File: config.mk
export PLATFORM = sky130hd
export DESIGN_NAME = brnext_unit
export DESIGN_NICKNAME = d
export VERILOG_FILES = /design/src/rtl/brnext_pkg.sv /design/src/rtl/brnext_decode.sv /design/src/rtl/brnext_cond.sv /design/src/rtl/brnext_target.sv /design/src/rtl/brnext_unit.sv
export SDC_FILE = /design/constraint.sdc
export NUM_CORES = 1
export LEC_CHECK = 0
export BUFFER_PORTS_ARGS = -buffer_cell sky130_fd_sc_hd__buf_2
export CAP_MARGIN = 25
export CELL_PAD_IN_SITES_DETAIL_PLACEMENT = 0
export CELL_PAD_IN_SITES_GLOBAL_PLACEMENT = 1
export CORE_MARGIN = 5
export CORE_UTILIZATION = 35
export DETAILED_ROUTE_END_ITERATION = 7
export PLACE_DENSITY = 0.89
export REMOVE_ABC_BUFFERS = 1
export SYNTH_ARGS = -nofsm -noshare
export SYNTH_HDL_FRONTEND = slang
export SYNTH_SLANG_ARGS = --single-unit
File: constraint.sdc
create_clock -name clk -period 10.8 [get_ports clk]
set_input_delay 2.16 -clock clk [delete_from_list [all_inputs] [get_ports clk]]
set_output_delay 2.16 -clock clk [all_outputs]
set_load 0.01 [all_outputs]
File: src/rtl/brnext_pkg.sv
package brnext_pkg;
   typedef enum logic [2:0] {
      BK_NONE,
      BK_JABS,
      BK_JREG,
      BK_FWD,
      BK_BWD,
      BK_CFWD,
      BK_CBWD
   } br_kind_e;
endpackage

File: src/rtl/brnext_decode.sv
module brnext_decode
   import brnext_pkg::*;
#(
   parameter int OP_W   = 8,
   parameter int FSEL_W = 2
) (
   input  logic [OP_W-1:0]   op_i,
   output br_kind_e          kind_o,
   output logic              sense_o,
   output logic [FSEL_W-1:0] fsel_o
);
   if (OP_W != 8) begin : g_bad_op
      $error("brnext_decode: opcode must be 8 bits");
   end
   if (FSEL_W < 1 || FSEL_W > 2) begin : g_bad_fsel
      $error("brnext_decode: flag index must fit in two opcode bits");
   end

   always_comb begin
      casez (op_i)
         8'b11000???: kind_o = BK_JABS;
         8'b11001???: kind_o = BK_JREG;
         8'b11100???: kind_o = BK_FWD;
         8'b11101???: kind_o = BK_BWD;
         8'b11110???: kind_o = BK_CFWD;
         8'b11111???: kind_o = BK_CBWD;
         default:     kind_o = BK_NONE;
      endcase
   end

   assign sense_o = op_i[2];
   assign fsel_o  = op_i[FSEL_W-1:0];
endmodule

File: src/rtl/brnext_cond.sv
module brnext_cond #(
   parameter int FLAG_W = 4,
   localparam int FSEL_W = $clog2(FLAG_W)
) (
   input  logic [FLAG_W-1:0] flags_i,
   input  logic              sense_i,
   input  logic [FSEL_W-1:0] fsel_i,
   output logic              hit_o
);
   if (FLAG_W != (1 << FSEL_W)) begin : g_bad_flags
      $error("brnext_cond: flag count must be a power of two");
   end

   logic [FLAG_W-1:0] match;

   for (genvar i = 0; i < FLAG_W; i++) begin : g_match
      assign match[i] = (flags_i[i] == sense_i);
   end

   assign hit_o = match[fsel_i];
endmodule

File: src/rtl/brnext_target.sv
module brnext_target
   import brnext_pkg::*;
#(
   parameter int ADDR_W       = 12,
   parameter int OFF_W        = 8,
   parameter bit SHARED_ADDER = 1'b1
) (
   input  br_kind_e          kind_i,
   input  logic              hit_i,
   input  logic [ADDR_W-1:0] seq_i,
   input  logic [ADDR_W-1:0] abs_i,
   input  logic [OFF_W-1:0]  off_i,
   input  logic [OFF_W-1:0]  reg_i,
   output logic [ADDR_W-1:0] next_o,
   output logic              taken_o
);
   localparam int PAD_W = ADDR_W - OFF_W;

   if (PAD_W < 1) begin : g_bad_w
      $error("brnext_target: address must be wider than the offset");
   end

   logic [ADDR_W-1:0] off_x;
   logic [ADDR_W-1:0] reg_x;
   logic [ADDR_W-1:0] moved;

   assign off_x = {{PAD_W{1'b0}}, off_i};
   assign reg_x = {{PAD_W{1'b0}}, reg_i};

   always_comb begin
      case (kind_i)
         BK_JABS, BK_JREG, BK_FWD, BK_BWD: taken_o = 1'b1;
         BK_CFWD, BK_CBWD:                 taken_o = hit_i;
         default:                          taken_o = 1'b0;
      endcase
   end

   if (SHARED_ADDER) begin : g_shared
      logic [ADDR_W-1:0] base;
      logic [ADDR_W-1:0] addend;
      logic [ADDR_W-1:0] carry_in;
      logic              sub;

      always_comb begin
         sub  = (kind_i == BK_BWD) || (kind_i == BK_CBWD);
         base = ((kind_i == BK_JABS) || (kind_i == BK_JREG)) ? abs_i : seq_i;
         case (kind_i)
            BK_JABS: addend = '0;
            BK_JREG: addend = reg_x;
            default: addend = off_x;
         endcase
         carry_in = {{(ADDR_W-1){1'b0}}, sub};
      end

      assign moved = base + (sub ? ~addend : addend) + carry_in;
   end else begin : g_parallel
      logic [ADDR_W-1:0] jreg_sum;
      logic [ADDR_W-1:0] fwd_sum;
      logic [ADDR_W-1:0] bwd_dif;

      assign jreg_sum = abs_i + reg_x;
      assign fwd_sum  = seq_i + off_x;
      assign bwd_dif  = seq_i - off_x;

      always_comb begin
         case (kind_i)
            BK_JABS:          moved = abs_i;
            BK_JREG:          moved = jreg_sum;
            BK_BWD, BK_CBWD:  moved = bwd_dif;
            default:          moved = fwd_sum;
         endcase
      end
   end

   assign next_o = taken_o ? moved : seq_i;
endmodule

File: src/rtl/brnext_unit.sv
module brnext_unit
   import brnext_pkg::*;
#(
   parameter int ADDR_W       = 12,
   parameter int DATA_W       = 8,
   parameter int FLAG_W       = 4,
   parameter bit SHARED_ADDER = 1'b1
) (
   input  logic              clk,
   input  logic              rst_n,
   input  logic              adv_i,
   input  logic [DATA_W-1:0] op_i,
   input  logic [DATA_W-1:0] byte2_i,
   input  logic [DATA_W-1:0] byte3_i,
   input  logic [DATA_W-1:0] reg_i,
   input  logic [FLAG_W-1:0] flags_i,
   input  logic [ADDR_W-1:0] seq_ptr_i,
   output logic [ADDR_W-1:0] next_ptr_o,
   output logic              taken_o,
   output logic [ADDR_W-1:0] ptr_q_o
);
   localparam int HI_W   = ADDR_W - DATA_W;
   localparam int FSEL_W = $clog2(FLAG_W);

   if (HI_W < 1 || HI_W > DATA_W) begin : g_bad_addr
      $error("brnext_unit: address width must lie between one and two bytes");
   end

   br_kind_e          kind;
   logic              sense;
   logic [FSEL_W-1:0] fsel;
   logic              hit;
   logic [ADDR_W-1:0] abs_tgt;

   assign abs_tgt = {byte2_i[HI_W-1:0], byte3_i};

   brnext_decode #(
      .OP_W   (DATA_W),
      .FSEL_W (FSEL_W)
   ) u_dec (
      .op_i    (op_i),
      .kind_o  (kind),
      .sense_o (sense),
      .fsel_o  (fsel)
   );

   brnext_cond #(
      .FLAG_W (FLAG_W)
   ) u_cond (
      .flags_i (flags_i),
      .sense_i (sense),
      .fsel_i  (fsel),
      .hit_o   (hit)
   );

   brnext_target #(
      .ADDR_W       (ADDR_W),
      .OFF_W        (DATA_W),
      .SHARED_ADDER (SHARED_ADDER)
   ) u_tgt (
      .kind_i  (kind),
      .hit_i   (hit),
      .seq_i   (seq_ptr_i),
      .abs_i   (abs_tgt),
      .off_i   (byte2_i),
      .reg_i   (reg_i),
      .next_o  (next_ptr_o),
      .taken_o (taken_o)
   );

   always_ff @(posedge clk or negedge rst_n) begin
      if (!rst_n) begin
         ptr_q_o <= '0;
      end else if (adv_i) begin
         ptr_q_o <= next_ptr_o;
      end
   end
endmodule

==> results.md <==
* Cell area after layout at 0.00210 mm2
* Dominant synthesized flop cell: dfrtp_1
* CP Data Arrival Time at 5.58 ns
* Placed Area at 0.00205 mm2
* CTS max path bufs at 2
* Via count of the first global-routing pass at 1794
* Final Routed Wirelength at 4820 um
* Crit-path slowest cell: nand4bb_1
* RSZ-0062 raised after global routing: no
* Final non-filler cell total at 339
* Final setup violation count at 0
* CP required at 8.64 ns
* Post-layout util at 45.1%
* Cell Chain, Critical Path: buf_2, nand4bb_1, a21oi_1, xnor2_1, ha_1, nor2b_1, o21ai_0, a21oi_1, o41ai_1, o21ai_0, xnor2_1, o21ai_0, buf_2
* Dpl cells at 335
* Relative slew margins at 46.3%
* Post-synth top cells: nand2_1 (51), a21oi_1 (16), xnor2_1 (13)
* YS warnings at 0
* Comb pwr share at 49.1%
* Cell count after synthesis at 215
* Actual slew at the worst max-slew pin at 0.801 ns
* Cell Int Power at 131 uW
* Peak Freq at 0.129 GHz
* DR DRC count at 0
* Initial DRC count at 69
* Clock Sinks at 12
* Crit path depth at 13
* Synthesized area at 0.00165 mm2
* DP HPWL at 3980 um
* Starting density of the core at 35.4%
* Most flops, register: ptr_q_o
* Share of power burned in registers at 26.8%
* Clock Tree Root: clkbuf_8
* Ranking of synthesized cells by area: dfrtp_1 (18%), nand2_1 (12%), ha_1 (7.6%)
* Die area at 0.00618 mm2
* Register area at 300 um2
* Cell with the most instances after synthesis: nand2_1
* Peak fanout along the critical path at 19
* CTS tree: yes
* Worst-Skew Late Latency at 0.24 ns
* Number of synthesized flops with an enable pin at 0
* Drt pass-1 iters at 4
* Die Wd at 78.6 um
* Fin. Hold Viols at 0
* GRT Residual Overflow at 0
* Post-route ant nets at 0
* Total GRT Usage at 16.1%
* Num CTS Buffers at 3
* Clock group share of total power at 24.1%
* Critical Path Sink Type: output port
* Max_cap viols at 0
* Layout area overhead at 27.4%
* Clock transition at path regs at 0.06 ns
* Nets at 348
* Top-area cell type share of the netlist area at 18.2%
* Hold_buf cts at 0
* Top flop regs: ptr_q_o x12
* Final Max Slew Viols at 0
* Num ports at 76
* Leakage at 1.08 nW
* CTS H-Tree Depth at 1
* Wirelength per Cell at 14.2 um
* Worst hold path type: register to register
* Initial antenna violation count at 0
* Yosys cell types at 50
* Core Area at 0.00466 mm2
* Worst reg-to-reg path cell count at 3
* Power per standard cell area at 97.4 mW/mm2
* Largest net degree at the start of global routing at 25
* Net Sw Frac at 35.8%
* Count of input and output buffers at 75
* Area of the multi-input gates at 0.00128 mm2
* Tcrit/Tclk final at 71.6%
* Crit path max-delay family: compound AO/OA/AOI/OAI gates
* N_diodes at 0
* Sw Pwr at 73.3 uW
* Number of synthesized register bits at 12
* Ys async rst share at 100%
* VDD IR max at 75.1 uV
* CP Launch Type: input pin
* Share of cells above drive strength 1 at 37.2%
* Worst Hold Slack at 0.501 ns
* Outcome: completed
* Worst Hold Depth at 1
* Clock skew at 0 ns
* CP peak stage delay at 0.73 ns
* Avg Cell Area, Syn at 7.67 um2
* Fill cells at 498
* Num rows at 25
* DR vias at 1800
* Vias per inst at 5.31
* Critical path buffers and inverters at 2
* Global-route wire length before repair at 8160 um
* Placer Congestion at 0.909
* Seq/Total Area, Yosys at 18.2%
* Setup bufs post-CTS at 0
* Most used cell, CP: o21ai_0
* Post-synth top area cell: dfrtp_1
* Largest register FFs at 12
* Crit Path Class: input pin to output port
* Fin crit period at 7.74 ns
* Resized Gates After CTS at 0
* Die Ht at 78.6 um
* Fin Setup TNS at 0 ns
[per-layer routing]
layer  GRT usage [%]  vias to the layer above  share of wire, %
met4            2.27                        0              0.93
met1            20.2                      833                44
li1                -                      911                 -
met5               0                        -                 0
met3            4.36                        6               5.9
met2            27.9                       50                49
[cell usage in the layout, fill, tap and decap left out, types with 2 or more instances in the layout]
cell type and count:
a211oi_1 2, a21o_1 3, a21oi_1 16, a21oi_2 2
a31o_2 2, a31oi_1 3, and3_1 7, buf_2 75
clkbuf_8 4, dfrtp_1 12, ha_1 10, inv_1 6
mux2_2 10, mux2_4 5, mux2i_1 4, nand2_1 51
nand3_1 6, nand4_1 3, nor2_1 9, nor2b_1 2
nor3b_1 2, o21ai_0 10, o221ai_1 2, or2_2 2
xnor2_1 13, xor2_1 3
[power groups by stage]
stage | logic (mW) | registers (mW) | clock network (mW)
finish | 0.100 | 0.0548 | 0.0494
floorplan | 0.0609 | 0.0589 | 0
CTS | 0.101 | 0.0549 | 0.0506
global placement | 0.100 | 0.0552 | 0
global route | 0.112 | 0.0560 | 0.0555
detailed placement | 0.101 | 0.0555 | 0
[final timing paths]
kind | to | from | slack (ns)
worst min register to register | ptr_q_o[8] | ptr_q_o[8] | 0.50
worst max-delay path | next_ptr_o[10] | op_i[5] | 3.06
min in group asynchronous | ptr_q_o[10] | rst_n | 1.79
max in group asynchronous | ptr_q_o[3] | rst_n | 8.79
worst min-delay path | ptr_q_o[8] | ptr_q_o[8] | 0.50
worst max register to register | ptr_q_o[9] | ptr_q_o[9] | 9.99
[metrics by stage]
step | total power [mW] | setup WS, ns
after floorplan | 0.120 | 3.81
after global placement | 0.155 | 3.21
after detailed placement | 0.156 | 3.08
after CTS | 0.207 | 3.07
after global routing | 0.223 | 2.81
final | 0.205 | 3.06
[logic make-up (layout without fill, tap and decap cells)]
kind of cell | after synthesis | after routing | share of synthesized area [%]
AND/OR/NAND/NOR | 91 | 91 | 26.0
AO/OA/AOI/OAI | 50 | 50 | 20.3
multiplexers | 19 | 19 | 13.8
XOR/XNOR | 16 | 16 | 8.50
buffers and inverters | 16 | 86 | 4.40
flip-flops | 12 | 12 | 18.2
adder cells (fa/ha/maj) | 11 | 11 | 8.80
[layout make-up]
| type | count | share of cell area, % |
|---|---|---|
| Tap cell | 54 | 3.22 |
| Clock buffer | 4 | 2.62 |
| Sequential cell | 12 | 14.3 |
| Multi-Input combinational cell | 187 | 60.8 |
| Inverter | 7 | 1.25 |
| Timing Repair Buffer | 75 | 17.9 |
Power figures use the tool's default switching activity.
